==> config.mk <==
export PLATFORM = sky130hd
export DESIGN_NAME = txn_undo_log
export DESIGN_NICKNAME = d
export VERILOG_FILES = /design/src/rtl/ulog_pkg.sv /design/src/rtl/ulog_store.sv /design/src/rtl/ulog_ctrl.sv /design/src/rtl/txn_undo_log.sv
export SDC_FILE = /design/constraint.sdc
export NUM_CORES = 1
export LEC_CHECK = 0
export CORE_ASPECT_RATIO = 1.2
export CORE_MARGIN = 3
export CORE_UTILIZATION = 46
export DETAILED_ROUTE_END_ITERATION = 8
export DONT_BUFFER_PORTS = 1
export GPL_TIMING_DRIVEN = 0
export PLACE_DENSITY = 0.62
export SETUP_SLACK_MARGIN = 0.4
export SLEW_MARGIN = 20
export SYNTH_ARGS = -nofsm -noshare
export SYNTH_HDL_FRONTEND = slang
export SYNTH_SLANG_ARGS = --single-unit
==> constraint.sdc <==
create_clock -name clk -period 1.6 [get_ports clk]
set_input_delay 0.32 -clock clk [delete_from_list [all_inputs] [get_ports clk]]
set_output_delay 0.32 -clock clk [all_outputs]
set_load 0.03 [all_outputs]
==> src/rtl/ulog_pkg.sv <==
package ulog_pkg;

  typedef enum logic [1:0] {
    OP_NOP    = 2'b00,
    OP_BEGIN  = 2'b01,
    OP_COMMIT = 2'b10,
    OP_ABORT  = 2'b11
  } ulog_op_e;

  typedef enum logic [1:0] {
    S_IDLE    = 2'b00,
    S_LOGWR   = 2'b01,
    S_RESTORE = 2'b10
  } ulog_state_e;

  // Log has no room for another entry
  function automatic logic ulog_is_full(input int unsigned cnt, input int unsigned depth);
    return cnt >= depth;
  endfunction

  // Slot that a replay step reads: the newest live entry
  function automatic int unsigned ulog_newest(input int unsigned cnt);
    return (cnt == 0) ? 0 : cnt - 1;
  endfunction

endpackage

==> src/rtl/ulog_store.sv <==
module ulog_store #(
  parameter int AW    = 4,
  parameter int DW    = 8,
  parameter int DEPTH = 4,
  localparam int CW   = $clog2(DEPTH + 1),
  localparam int IW   = (DEPTH > 1) ? $clog2(DEPTH) : 1
) (
  input  logic          clk,
  input  logic          rst_n,
  input  logic          clear,
  input  logic          push,
  input  logic [AW-1:0] push_addr,
  input  logic [DW-1:0] push_data,
  input  logic          pop,
  output logic [CW-1:0] cnt,
  output logic [AW-1:0] top_addr,
  output logic [DW-1:0] top_data
);
  import ulog_pkg::*;

  logic [AW-1:0] ent_addr [DEPTH];
  logic [DW-1:0] ent_data [DEPTH];
  logic [IW-1:0] wr_idx;
  logic [IW-1:0] rd_idx;

  assign wr_idx = cnt[IW-1:0];
  assign rd_idx = IW'(ulog_newest(int'(cnt)));

  always_ff @(posedge clk or negedge rst_n) begin
    if (!rst_n) begin
      cnt <= '0;
    end else if (clear) begin
      cnt <= '0;
    end else if (push) begin
      cnt <= cnt + CW'(1);
    end else if (pop && cnt != '0) begin
      cnt <= cnt - CW'(1);
    end
  end

  always_ff @(posedge clk) begin
    if (push && !clear) begin
      ent_addr[wr_idx] <= push_addr;
      ent_data[wr_idx] <= push_data;
    end
  end

  assign top_addr = ent_addr[rd_idx];
  assign top_data = ent_data[rd_idx];

endmodule

==> src/rtl/ulog_ctrl.sv <==
module ulog_ctrl #(
  parameter int AW    = 4,
  parameter int DW    = 8,
  parameter int DEPTH = 4,
  localparam int CW   = $clog2(DEPTH + 1)
) (
  input  logic          clk,
  input  logic          rst_n,
  input  logic          cmd_valid,
  input  logic [1:0]    cmd_op,
  input  logic          st_valid,
  input  logic [AW-1:0] st_addr,
  input  logic [DW-1:0] st_data,
  input  logic [CW-1:0] cnt,
  input  logic [AW-1:0] top_addr,
  input  logic [DW-1:0] top_data,
  input  logic [DW-1:0] mem_rdata,
  output logic          mem_en,
  output logic          mem_we,
  output logic [AW-1:0] mem_addr,
  output logic [DW-1:0] mem_wdata,
  output logic          log_clear,
  output logic          log_push,
  output logic [AW-1:0] log_addr,
  output logic [DW-1:0] log_data,
  output logic          log_pop,
  output logic          busy,
  output logic          st_ready,
  output logic          abort_done,
  output logic          txn_active,
  output logic          log_overflow,
  output logic          ev_commit,
  output logic          ev_reject
);
  import ulog_pkg::*;

  ulog_state_e   state;
  logic [AW-1:0] hold_addr;
  logic [DW-1:0] hold_data;
  logic          full;
  logic          cmd_take;
  logic          st_take;
  logic          st_log;
  logic          st_direct;
  logic          is_begin;
  logic          is_abort;

  assign full      = ulog_is_full(int'(cnt), DEPTH);
  assign busy      = (state != S_IDLE);
  assign cmd_take  = cmd_valid && !busy;
  assign st_ready  = !busy && !cmd_valid;
  assign st_take   = st_valid && st_ready;
  assign st_log    = st_take && txn_active && !full;
  assign ev_reject = st_take && txn_active && full;
  assign st_direct = st_take && !txn_active;
  assign is_begin  = cmd_take && (ulog_op_e'(cmd_op) == OP_BEGIN);
  assign ev_commit = cmd_take && (ulog_op_e'(cmd_op) == OP_COMMIT);
  assign is_abort  = cmd_take && (ulog_op_e'(cmd_op) == OP_ABORT);
  assign log_clear = is_begin || ev_commit;
  assign log_addr  = hold_addr;
  assign log_data  = mem_rdata;

  always_comb begin
    mem_en     = 1'b0;
    mem_we     = 1'b0;
    mem_addr   = st_addr;
    mem_wdata  = st_data;
    log_push   = 1'b0;
    log_pop    = 1'b0;
    abort_done = 1'b0;
    unique case (state)
      S_IDLE: begin
        if (st_log) begin
          mem_en = 1'b1;
        end else if (st_direct) begin
          mem_en = 1'b1;
          mem_we = 1'b1;
        end
      end
      S_LOGWR: begin
        mem_en    = 1'b1;
        mem_we    = 1'b1;
        mem_addr  = hold_addr;
        mem_wdata = hold_data;
        log_push  = 1'b1;
      end
      S_RESTORE: begin
        if (cnt != '0) begin
          mem_en    = 1'b1;
          mem_we    = 1'b1;
          mem_addr  = top_addr;
          mem_wdata = top_data;
          log_pop   = 1'b1;
        end else begin
          abort_done = 1'b1;
        end
      end
      default: ;
    endcase
  end

  always_ff @(posedge clk or negedge rst_n) begin
    if (!rst_n) begin
      state        <= S_IDLE;
      txn_active   <= 1'b0;
      log_overflow <= 1'b0;
      hold_addr    <= '0;
      hold_data    <= '0;
    end else begin
      unique case (state)
        S_IDLE: begin
          if (is_abort)    state <= S_RESTORE;
          else if (st_log) state <= S_LOGWR;
        end
        S_LOGWR:   state <= S_IDLE;
        S_RESTORE: if (cnt == '0) state <= S_IDLE;
        default:   state <= S_IDLE;
      endcase
      if (is_begin)                   txn_active <= 1'b1;
      else if (ev_commit || is_abort) txn_active <= 1'b0;
      if (is_begin)       log_overflow <= 1'b0;
      else if (ev_reject) log_overflow <= 1'b1;
      if (st_log) begin
        hold_addr <= st_addr;
        hold_data <= st_data;
      end
    end
  end

endmodule

==> src/rtl/txn_undo_log.sv <==
module txn_undo_log #(
  parameter int AW    = 4,
  parameter int DW    = 8,
  parameter int DEPTH = 4
) (
  input  logic          clk,
  input  logic          rst_n,
  input  logic          cmd_valid,
  input  logic [1:0]    cmd_op,
  output logic          busy,
  output logic          abort_done,
  output logic          txn_active,
  output logic          log_overflow,
  input  logic          st_valid,
  output logic          st_ready,
  input  logic [AW-1:0] st_addr,
  input  logic [DW-1:0] st_data,
  output logic          mem_en,
  output logic          mem_we,
  output logic [AW-1:0] mem_addr,
  output logic [DW-1:0] mem_wdata,
  input  logic [DW-1:0] mem_rdata
);
  localparam int CW = $clog2(DEPTH + 1);

  logic [CW-1:0] log_cnt;
  logic [AW-1:0] top_addr;
  logic [DW-1:0] top_data;
  logic          ev_clear;
  logic          ev_push;
  logic          ev_pop;
  logic [AW-1:0] push_addr;
  logic [DW-1:0] push_data;
  logic          ev_commit;
  logic          ev_reject;

  ulog_ctrl #(.AW(AW), .DW(DW), .DEPTH(DEPTH)) u_ctrl (
    .clk(clk), .rst_n(rst_n),
    .cmd_valid(cmd_valid), .cmd_op(cmd_op),
    .st_valid(st_valid), .st_addr(st_addr), .st_data(st_data),
    .cnt(log_cnt), .top_addr(top_addr), .top_data(top_data),
    .mem_rdata(mem_rdata),
    .mem_en(mem_en), .mem_we(mem_we), .mem_addr(mem_addr), .mem_wdata(mem_wdata),
    .log_clear(ev_clear), .log_push(ev_push), .log_addr(push_addr),
    .log_data(push_data), .log_pop(ev_pop),
    .busy(busy), .st_ready(st_ready), .abort_done(abort_done),
    .txn_active(txn_active), .log_overflow(log_overflow),
    .ev_commit(ev_commit), .ev_reject(ev_reject)
  );

  ulog_store #(.AW(AW), .DW(DW), .DEPTH(DEPTH)) u_store (
    .clk(clk), .rst_n(rst_n),
    .clear(ev_clear), .push(ev_push),
    .push_addr(push_addr), .push_data(push_data),
    .pop(ev_pop), .cnt(log_cnt),
    .top_addr(top_addr), .top_data(top_data)
  );

endmodule

== Yosys cells after proc, flatten, opt, wreduce, memory -nomap -nowiden ==
Memory sizes are Yosys's and may differ from the RTL's.
Cells that the tools add are included.

* Register bits: 19
* Bits in writable memories: 48
* Output and inout bits: 19
* Word-level logic and storage cells: 74
* Memories: 2

{| class="wikitable"
|+ Memories
! name !! words !! bits a word !! read ports !! clocked after memory_dff !! write ports !! RTL line !! text
|-
| u_store.ent_data || 4 || 8 || 1 || 0 || 1 || ulog_store.sv:22 || <nowiki>logic [DW-1:0] ent_data [DEPTH];</nowiki>
|-
| u_store.ent_addr || 4 || 4 || 1 || 0 || 1 || ulog_store.sv:21 || <nowiki>logic [AW-1:0] ent_addr [DEPTH];</nowiki>
|}

* Add/sub/neg operators: 3
* Magnitude comparators: 1
* Equality and inequality tests: 7
* Mux-type cells: 28
* Reductions and logical operators: 27

{| class="wikitable"
|+ Operator list
! kind !! number
|-
| 8-bit one-hot mux with 2 select lines || 1
|-
| 1-bit two-way mux || 14
|-
| 1-bit logical AND || 12
|-
| 3-bit two-way mux || 3
|-
| 2-bit two-way mux || 4
|-
| 8-bit two-way mux || 1
|-
| 4-bit one-hot mux with 2 select lines || 1
|-
| 2-bit equality test (second input constant) || 3
|-
| 1-bit one-hot mux with 3 select lines || 2
|-
| 2-bit nonzero test || 3
|-
| 3-bit nonzero test || 2
|-
| 1-bit logical NOT || 5
|-
| 2-bit by 1-bit equality test with 1-bit output (second input constant) || 2
|-
| 4-bit two-way mux || 1
|-
| 2-bit one-hot mux with 2 select lines || 1
|-
| 3-bit by 1-bit adder with 3-bit output (second input constant) || 1
|-
| 3-bit greater-or-equal comparator (second input constant) || 1
|-
| 3-bit logical NOT || 1
|-
| 3-bit by 1-bit != test with 1-bit output (second input constant) || 1
|-
| 3-bit by 1-bit subtractor with 3-bit output (second input constant) || 1
|-
| 2-bit logical NOT || 1
|-
| 1-bit logical OR || 2
|-
| 2-bit by 1-bit != test with 1-bit output (second input constant) || 1
|-
| 2-bit AND reduction || 1
|-
| 2-bit by 1-bit subtractor with 2-bit output (second input constant) || 1
|}

== Logic depth before layout (Yosys ltp) ==
Gate-level depths: netlist of run 1.

* Depth after elaboration: 9
* Mapped depth: 7
* Mapped depth without buffers: 6

== Hierarchy ==
From an unflattened synthesis of run 1, not the netlist that was laid out.

* Cell total of the unflattened synthesis: 250
* Area total of the unflattened synthesis: 3,221.8 um^2

{| class="wikitable"
|+ Modules (own cells, without submodules)
! module !! instances !! cells each !! area each (um^2)
|-
| ulog_store || 1 || 149 || 2,160.8
|-
| ulog_ctrl || 1 || 101 || 1,061.0
|}

== Worst setup path before layout of run 1 ==
No wires, ideal clock.

* Kind: flip-flop to output port
* Start point: reg u_ctrl.state[0]
* End point: out mem_addr[2]
* Arrival time: 1.771 ns
* Required time: 1.280 ns
* Slack: -0.491 ns
* Stages on the path, launching flop included: 8
* Path buffers: 2
* Cells stage by stage: dfrtp_1 > inv_1 > ha_1 > buf_2 > o311a_1 > clkbuf_1 > o21ai_0 > o211ai_1

* Word-level cells in the longest chain between the ends: 2

{| class="wikitable"
|+ RTL lines
! item !! RTL line !! text
|-
| from (decl) || ulog_ctrl.sv:37 || <nowiki>ulog_state_e state;</nowiki>
|-
| from (signal assigned) || ulog_ctrl.sv:104 || <nowiki>state <= S_IDLE;</nowiki>
|-
| from (signal assigned) || ulog_ctrl.sv:112 || <nowiki>if (is_abort) state <= S_RESTORE;</nowiki>
|-
| from (signal assigned) || ulog_ctrl.sv:113 || <nowiki>else if (st_log) state <= S_LOGWR;</nowiki>
|-
| 2-bit equality test or 2-bit by 1-bit equality test with 1-bit output (tied branches) || ulog_ctrl.sv:71 || <nowiki>unique case (state)</nowiki>
|-
| 4-bit one-hot mux with 2 select lines * || ulog_ctrl.sv:71 ||
|-
| to (decl) || txn_undo_log.sv:20 || <nowiki>output logic [AW-1:0] mem_addr,</nowiki>
|}

Mark *: on every way between the ends. The rest lies on a longest branch, timed or not.

== Worst setup path in the final report of run 1 ==
* Start point: reg u_ctrl.state[0]
* End point: out mem_wdata[0]

* Word-level cells in the longest chain between the ends: 2

{| class="wikitable"
|+ RTL lines
! item !! RTL line !! text
|-
| 2-bit equality test or 2-bit by 1-bit equality test with 1-bit output (tied branches) || ulog_ctrl.sv:71 ||
|-
| 8-bit one-hot mux with 2 select lines * || ulog_ctrl.sv:71 ||
|-
| to (decl) || txn_undo_log.sv:21 || <nowiki>output logic [DW-1:0] mem_wdata,</nowiki>
|}

Marked as above.

==> impl_summary.md, run 1 <==
Status
The run finished, with violations left. The final reports fail on negative setup slack.

Final layout
Relative to the synthesized area, the layout overhead comes to 32.88%. 0 antenna diodes ended up in the layout. The filler cells instantiated in the layout total between 400 and 500. The share of layout cells above drive strength 1 is 43.34%. The total area of sequential cells is a little under 2000 µm². Summing all multi-input logic gate instances after layout gives ~1300 µm². In the layout the commonest cells are sky130_fd_sc_hd__edfxtp_1, sky130_fd_sc_hd__buf_6, sky130_fd_sc_hd__nand2_1, sky130_fd_sc_hd__buf_4, sky130_fd_sc_hd__dfrtp_1.

For this run, the share of the core covered by cells in the final layout is 63.84%. For this run, the number of standard cells in the final layout without fillers is ~380. The library cell used most frequently in the layout, excluding fill and tap cells, is sky130_fd_sc_hd__edfxtp_1. The number of nets at the end of the flow is 319.

After routing the design area is 4167 µm².

Min path
The beginning of the worst hold path is mem_rdata[6]. The number of stages on the worst hold path is 0. The path with the worst hold slack has its endpoint at u_store.ent_data[3][6]. The worst min-delay path category is input pin to flop.

Worst setup path
Along the worst path, the maximum fanout reaches 5. The number of cells on the worst reg-to-reg path is 8. STA classifies the critical path endpoint as an output pin.

The critical path is of the flop to output pin type. Data on the critical path is required at its endpoint by 1280 ps. The startpoint identified for the worst register-to-register timing path is u_store.cnt[1]. The category of the worst setup path launch point is a flop.

The endpoint identified for the worst register-to-register timing path is u_store.cnt[2]. The signal arrival time at the worst endpoint is around 2100 ps. The setup slack of the worst register-to-register path is -270 ps.

Global route
The pin count of the biggest net entering global routing is 20. Across every metal layer, demand over resource in global routing totals 23.44%. The via count of the first global-routing pass was about 2200. Summed over all layers, the global routing overflow is 0. The first global-routing pass estimated roughly 13000 µm of wire.

The initial antenna violation count is 0.

STA
The clock skew after layout is about 8 ps. Of the available clock period, the critical path in the final layout requires 153.4%. Once routing completed, OpenROAD measured the worst setup slack at -853.7 ps.

The highest clock rate is 407.5 MHz. For the pin with the worst max-slew slack, the measured transition is 739.8 ps. The worst-case headroom to the max-slew limit is between 50 and 60%.

The number of hold-slack violations in the final timing report is 0. The time the worst path needs with I/O delays and setup is 2454 ps. The final-report setup violation count is between 40 and 50. The max-slew violation count is 0. Setup repair after global routing could not meet its margin everywhere.

Clocking
Clock-pin slew was measured on the worst setup and hold paths at roughly 70 ps. In this run the clock root is driven by a sky130_fd_sc_hd__clkbuf_8. The number of buffers created by CTS is 9. TritonCTS built the clock tree. The clock sink total is between 60 and 70.

The clock tree buffer depth is 2. The H-tree depth is 3. The clock latency on the worst-skew pair is about 350 ps.

Placement
The cell area after placement is ~3400 µm². At the end of routability-driven placement, the weighted congestion stood at 0.7704. The final HPWL from detailed placement is 4863 µm. In this run, placement finished with an instance count of between 300 and 400. The quantity of I/O buffers inserted on ports is 0.

Routing
The final routed wire length divided by cell count is between 20 and 25 µm. In this run the remaining antenna-violating nets after routing total 0. The detail-routed via count per cell is approximately 6. The first-pass detailed-route iteration total is 4. The residual DRC count is 0.

The DRC marker count from the first detailed-route iteration is around 260. For this block, the via count after detailed routing is 2275. The total detailed-routing wirelength is roughly 9000 µm.

Synth
The instance count of the mapped netlist is between 200 and 250. The adder-cell share of the synthesized area is 2.235%. The dominant combinational cell family by area after synthesis is compound AO/OA/AOI/OAI gates. Summing the areas of all and, or, nand and nor instances in the mapped netlist gives roughly 10% of the synthesized area. The total number of yosys warnings is 0. In this run, synthesis produced a sequential element count of 67. After synthesis, the netlist uses 36 different library cells. The average instance in the mapped netlist occupies roughly 13 µm². Summing the areas of all compound-gate instances in the mapped netlist gives between 10% and 20% of the synthesized area.

The post-synthesis net count is approximately 270. The portion of the post-synthesis area used by sequential elements is between 60 and 70%. The cell area that synthesis handed to floorplanning was 3136 µm².

Multiplexer cells account for 8.939% of the synthesized area. Of the total synthesized cell area, the portion taken by XOR and XNOR cells is 0.5587%.

Power
Combinational logic is responsible for 50.6% of the overall power. The leakage power summed over all cells is 0.001555 µW. The sequential group share of total power is 30.6%.

The worst-case vdd ir drop is around 1200 µV. Cell internal power was estimated by the tool at just over 5000 µW. Summed over all nets, the switching power comes to 3378 µW.

The share of power burned in the clock network is a little under a fifth. The fraction of power spent switching nets is approximately two fifths. The ratio of total power to cell area is between 2000 and 2500 nW/µm².

Floorplan
The die area is between 7000 and 8000 µm². The initial core utilization is 48.04%. The die is around 96 µm tall.

In this run the horizontal extent of the chip is about 81 µm. The total area inside the core boundary comes to 6526 µm². The I/O pin count is 45. The initialized floorplan defines 32 standard-cell rows.

Flow run
The tool flagged a number of max-cap violations equal to 0.
-- registers in the layout, indices dropped and copies added, names as in the netlist --
name                 cells
u_ctrl.hold_data         8
u_ctrl.log_addr          4
u_ctrl.log_overflow      1
u_ctrl.state             2
u_ctrl.txn_active        1
u_store.cnt              3
u_store.ent_addr        16
u_store.ent_data        32
-- metrics by stage --
stage / hold slack (ps) / TNS [ps] / worst slack [ps] / power, µW
global placement: 24.94 / -19490 / -730.5 / 5485
global route: 49.73 / -17750 / -921.2 / 8769
finish: 58.73 / -14630 / -853.7 / 8415
detailed placement: 24.93 / -19860 / -733.7 / 5565
floorplan: 24.41 / -4882 / -383.9 / 4911
CTS: 54.21 / -14900 / -827.6 / 8023
-- per-layer routing --
metal	global-route usage, %	part of all wire, %	vias to the layer above
li1	-	-	1020
met1	27.57	39	1158
met2	40.83	52	79
met3	6.679	6.4	18
met4	8.028	2.1	0
met5	0	0	-
-- worst max path at each step --
stage                    startpoint            to  slack (ps)  depth (start not counted)
floorplan           u_ctrl.state[0]  mem_wdata[0]        -380                          7
global placement    u_ctrl.state[0]   mem_addr[2]        -730                          7
detailed placement  u_ctrl.state[0]   mem_addr[2]        -730                          7
CTS                 u_ctrl.state[0]   mem_addr[2]        -830                          6
global route        u_ctrl.state[0]   mem_addr[2]        -920                          7
finish              u_ctrl.state[0]  mem_wdata[0]        -850                          7
-- power by group through the flow --
| stage | registers (µW) | logic, µW | clock network [µW] |
|---|---|---|---|
| 2_1_floorplan | 2500 | 2410 | 0 |
| 3_3_place_gp | 2550 | 2930 | 0 |
| 3_5_place_dp | 2580 | 2990 | 0 |
| 4_1_cts | 2550 | 3880 | 1590 |
| 5_1_grt | 2600 | 4500 | 1660 |
| 6_report | 2570 | 4260 | 1590 |
-- logic make-up after synthesis --
| group | Yosys count |
|---|---|
| flops | 67 |
| compound gates | 64 |
| simple gates | 49 |
| buf+inv | 25 |
| mux | 25 |
| fa+ha+maj | 5 |
| xor+xnor | 2 |
-- layout make-up --
cell class | instances | area share [%]
well taps | 85 | 2.553
clock inverters | 6 | 2.132
plain buffers | 17 | 4.264
inverters | 8 | 1.081
repair buffers | 35 | 8.198
clock buffers | 10 | 3.303
multi-input cells | 150 | 32.31
flip-flops and latches | 67 | 46.16
-- worst max-delay path, stage by stage (launching register included) --
cell and delay [ps]:
sky130_fd_sc_hd__dfrtp_1 400, sky130_fd_sc_hd__inv_2 110, sky130_fd_sc_hd__ha_4 130, sky130_fd_sc_hd__buf_6 90, sky130_fd_sc_hd__o311a_4 230, sky130_fd_sc_hd__clkbuf_16 150
sky130_fd_sc_hd__o21ai_0 80, sky130_fd_sc_hd__o211ai_1 570
-- synthesized netlist by cell type (all sizes together) --
cell type	instances	area share (%)
edfxtp	48	46
o21ai	26	4.1
mux2	24	8.6
dfrtp	19	15
nand2	17	2.0
and3b	13	3.6
a211oi	12	2.9
o211ai	12	2.9
buf	10	1.8
inv	8	0.96
clkbuf	7	0.84
nor2	5	0.60
and4	4	1.1
ha	4	1.6
o311a	4	1.3
a21oi	3	0.48
nand3	2	0.32
nor3	2	0.68
o21a	2	0.48
o22a	2	0.56
xor2	2	0.56
a32oi	1	0.28
and2	1	0.20
and3	1	0.20
fa	1	0.64
mux2i	1	0.32
nand2b	1	0.20
nand3b	1	0.24
nor4	1	0.40
nor4b	1	0.48
o31a	1	0.28
o31ai	1	0.24
-- what timing repair did --
item / CTS / global route
hold endpoints to repair: 19 / 19
pin swaps: 24 / 21
gates resized for setup: 58 / 15
hold buffers: 1 / 1
buffers inserted: 21 / 8
cloned: 5 / 4
setup endpoints to repair: 84 / 85
Note: power is estimated with default switching activity, not from simulation.
==> inputs of run 2 (changes only) <==
--- a/config.mk
+++ b/config.mk
@@ -11,7 +11,8 @@
 export DETAILED_ROUTE_END_ITERATION = 8
 export DONT_BUFFER_PORTS = 1
 export GPL_TIMING_DRIVEN = 0
-export PLACE_DENSITY = 0.62
+export PLACE_DENSITY = 0.6
+export REMOVE_ABC_BUFFERS = 1
 export SETUP_SLACK_MARGIN = 0.4
 export SLEW_MARGIN = 20
 export SYNTH_ARGS = -nofsm -noshare
==> constraint.sdc (replaced) <==
create_clock -name clk -period 3.01 [get_ports clk]
set_input_delay 0.602 -clock clk [delete_from_list [all_inputs] [get_ports clk]]
set_output_delay 0.602 -clock clk [all_outputs]
set_load 0.03 [all_outputs]
==> run 2 against run 1 <==
Effect of this change: the flow now finishes without violations; non-clock buffer count shrank 30; sequential power shrank 44%; setup slack improved by 1200 ps; wire length shrank 13%; combinational power fell by 59%; final area shrank 12%; first-iteration DRC count is 43% lower; die area did not move; via count shrank 8.9%; sequential share of layout area is 6.5 points higher; largest power group unchanged.
==> impl_summary.md, run 2 (synthesized netlist as in run 1, its figures left out) <==
Floorplan
The floorplan die width is 81.37 µm (unchanged). The die area is 7847 µm² (unchanged). The initial core utilization is 48.04% (unchanged). The area of the core came to 6526 µm² (unchanged). The site row count came to 32 (unchanged).

The die outline height is 96.44 µm (unchanged). The I/O pin count is 45 (unchanged).

Worst setup path
The beginning of the worst register-to-register path is u_ctrl.state[0] (was u_store.cnt[1]). The category of the worst setup path launch point is a flop (unchanged). The maximum single-stage delay on the critical path is 650 ps (was 570 ps). The worst path buffer plus inverter count is 1 (was 3). The cell family with the largest share of critical-path delay is compound AO/OA/AOI/OAI gates (unchanged). The top fanout value on the critical path is 6 (was 5). The beginning of the critical path is u_ctrl.state[0] (unchanged).

The endpoint type of the worst setup path is an output pin (unchanged). The category of the most critical setup path is flop to output pin (unchanged). The signal arrival time at the worst endpoint is 2100 ps (was 2130 ps).

Critical path, cell by cell: inv_2 > ha_4 > o311a_4 > o21ai_2 > o211ai_1 (was inv_2 > ha_4 > buf_6 > o311a_4 > clkbuf_16 > o21ai_0 > o211ai_1). The data required time at the worst endpoint is 2410 ps (was 1280 ps). The highest-delay cell along the critical path is sky130_fd_sc_hd__o211ai_1 (unchanged).

Clocking
The clock tree root buffer cell was sky130_fd_sc_hd__clkbuf_8 (unchanged). The H-tree depth came to 3 (unchanged). The register clock-pin slew on the reported worst setup and hold paths is 80 ps (was 70 ps). The clock sink total is 67 (unchanged).

The clock latency on the worst-skew pair came to 340 ps (was 350 ps). The TritonCTS clock tree is done (unchanged). The number of buffers created by CTS is 9 (unchanged). The clock tree buffer depth is 2 (unchanged).

Final layout
The number of nets at the end of the flow is 285 (was 319). The design area is 3662 µm² (was 4167 µm²). The diode insertion count for antenna repair was 0 (unchanged). The commonest non-fill, non-tap cell in the layout is sky130_fd_sc_hd__edfxtp_1 (unchanged). The post-synthesis to final-layout area growth was 16.80% (was 32.88%).

The register with the most flip-flops is u_store.ent_data (unchanged). Largest registers: u_store.ent_data: 32 flops, u_store.ent_addr: 16 flops, u_ctrl.hold_data: 8 flops (unchanged). The share of layout cells above drive strength 1 came to 31.27% (was 43.34%).

The flip-flop count of the largest register, all copies and words added was 32 (unchanged). The total area of sequential cells was 1928 µm² (was 1923 µm²). The filler cell count in the final layout is 532 (was 493).

The utilization after layout is 56.12% (was 63.84%). Most used cells in the layout excluding fill and tap cells: sky130_fd_sc_hd__edfxtp_1, sky130_fd_sc_hd__mux2_2, sky130_fd_sc_hd__o21ai_0, sky130_fd_sc_hd__nand2_1, sky130_fd_sc_hd__dfrtp_1 (was sky130_fd_sc_hd__edfxtp_1, sky130_fd_sc_hd__buf_6, sky130_fd_sc_hd__nand2_1, sky130_fd_sc_hd__buf_4, sky130_fd_sc_hd__dfrtp_1). The multi-input logic area is 1192 µm² (was 1346 µm²).

Power
The total internal power is 2215 µW (was 5037 µW). The final total power was 3815 µW (was 8415 µW). The share of power burned in the clock network is 16.8% (was 18.8%). The share of total power in combinational logic is 45.7% (was 50.6%). The worst-case vdd ir drop is 607.2 µV (was 1240 µV). The sequential group share of total power is 37.5% (was 30.6%). The ratio of total power to cell area is 1042 nW/µm² (was 2020 nW/µm²). The fraction of power spent switching nets is 41.94% (was 40.15%). The leakage power summed over all cells is 0.001297 µW (was 0.001555 µW). The net load switching power is 1600 µW (was 3378 µW).

Routing
The DRC marker count from the first detailed-route iteration is 149 (was 262). The residual DRC count came to 0 (unchanged). The detail-routed via count per cell is 6.023 (was 6.019). The final routed wire length divided by cell count came to 22.66 µm (was 23.77 µm).

The post-route antenna net violation count came to 0 (unchanged). The total detailed-routing wirelength is 7795 µm (was 8986 µm). The first-pass detailed-route iteration total came to 4 (unchanged). The via count is 2072 (was 2275).

Min path
The worst min-delay path category is input pin to async pin (was input pin to flop).

Global route
The initial antenna violation count was 0 (unchanged). The pin count of the biggest net entering global routing came to 26 (was 20). The total global routing track utilization is 20.68% (was 23.44%). The global-route wire length before repair was 11470 µm (was 12800 µm). The final global-route overflow total is 0 (unchanged). The via count of the first global-routing pass is 2059 (was 2241).

Placement
The quantity of I/O buffers inserted on ports is 0 (unchanged). The final HPWL from detailed placement is 4242 µm (was 4863 µm). The final weighted congestion in routability-driven placement is 0.6980 (was 0.7704). The cell area after placement is 3182 µm² (was 3362 µm²). The pre-CTS setup slack is 92.90 ps (was -733.7 ps).

Flow run
The number of maximum-capacitance constraint violations is 0 (unchanged).

STA
The minimum hold slack was 67.48 ps (was 58.73 ps). The worst-margin pin slew is 874.1 ps (was 739.8 ps). The worst path needs around 2700 ps of the cycle, external delays included.

The max-slew violation count is 0 (unchanged). The final period utilization is around nine tenths. The final worst slack is 303.7 ps (was -853.7 ps).

The clock skew after layout came to 8.093 ps (was 8.067 ps). The final-report setup violation count was 0 (was 47). The worst-case headroom to the max-slew limit was 41.54% (was 50.46%). The number of hold-slack violations in the final timing report is 0 (unchanged). The highest clock rate is between 300 and 400 MHz. RSZ-0062 raised after global routing: true (unchanged).

Status
Outcome: completed (was finished, violations left).
==> run 2: changes by cell type in the layout (fill, tap and decap cells not counted), moves of 3 or more <==
| cell | before | now |
|---|---|---|
| sky130_fd_sc_hd__dfrtp_2 | 5 | 0 |
| sky130_fd_sc_hd__buf_12 | 1 | 5 |
| sky130_fd_sc_hd__nor2_1 | 1 | 5 |
| sky130_fd_sc_hd__mux2_4 | 11 | 0 |
| sky130_fd_sc_hd__and4_4 | 6 | 0 |
| sky130_fd_sc_hd__mux2_2 | 13 | 24 |
| sky130_fd_sc_hd__o21ai_0 | 13 | 23 |
| sky130_fd_sc_hd__o21ai_1 | 10 | 2 |
| sky130_fd_sc_hd__buf_2 | 4 | 0 |
| sky130_fd_sc_hd__and4_1 | 1 | 4 |
| sky130_fd_sc_hd__dfrtp_4 | 0 | 3 |
| sky130_fd_sc_hd__clkinvlp_4 | 2 | 5 |
| sky130_fd_sc_hd__buf_6 | 22 | 1 |
| sky130_fd_sc_hd__nor2_4 | 3 | 0 |
==> run 2: per-stage QoR <==
stage / std cells / setup TNS, ps
after global routing: 344 / 0
after CTS: 336 / 0
after detailed placement: 306 / 0
final: 344 / 0
after floorplan: 220 / 0
after global placement: 305 / -10650
==> run 2: cell type report <==
cell class,instances,share of cell area [%]
sequential,67,52.65
tap,85,2.904
timing repair buffer,22,6.252
clock inverter,7,1.230
multi-input combinational,146,32.56
clock buffer,9,3.382
inverter,8,1.025
==> run 2: final timing paths <==
| check | endpoint | slack (ps) | depth (start not counted) |
|---|---|---|---|
| max | mem_addr[2] | 300 | 5 |
| min | u_ctrl.txn_active | 70 | 1 |
| min in group clk | u_store.ent_data[3][7] | 350 | 0 |
| max reg2reg | u_ctrl.hold_data[1] | 870 | 5 |
| min reg2reg | u_ctrl.hold_data[3] | 510 | 1 |
| max in group asynchronous | u_store.cnt[2] | 2770 | 1 |
==> run 2: routing by layer <==
| metal | share of wire, % | GRT usage, % | wire length (µm) |
|---|---|---|---|
| met1 | 42 | 27.13 | 3264 |
| met2 | 50 | 34.51 | 3911 |
| met3 | 7.0 | 4.731 | 542 |
| met4 | 0.97 | 5.493 | 76 |
| met5 | 0 | 0 | 0 |
==> run 2: what timing repair did <==
item,CTS,global route
buffers inserted,12,8
hold buffers,1,0
gates resized for setup,23,3
cloned,1,0
endpoints found under the hold margin,19,0
endpoints found under the setup margin,15,14
pin swaps,5,7
==> run 2: worst register-to-register path: stages (launching register included) <==
cell	delay, ps
sky130_fd_sc_hd__dfrtp_1	420
sky130_fd_sc_hd__inv_2	120
sky130_fd_sc_hd__ha_4	170
sky130_fd_sc_hd__nand3b_1	180
sky130_fd_sc_hd__nor3_4	720
sky130_fd_sc_hd__mux2_2	420
==> run 2: power groups by stage <==
stage	Sequential (µW)	Combinational [µW]	Clock (µW)
after floorplan	1400	994	0
after global routing	1460	1860	704
after detailed placement	1500	1230	0
after CTS	1440	1560	654
after global placement	1480	1210	0
final	1430	1740	640
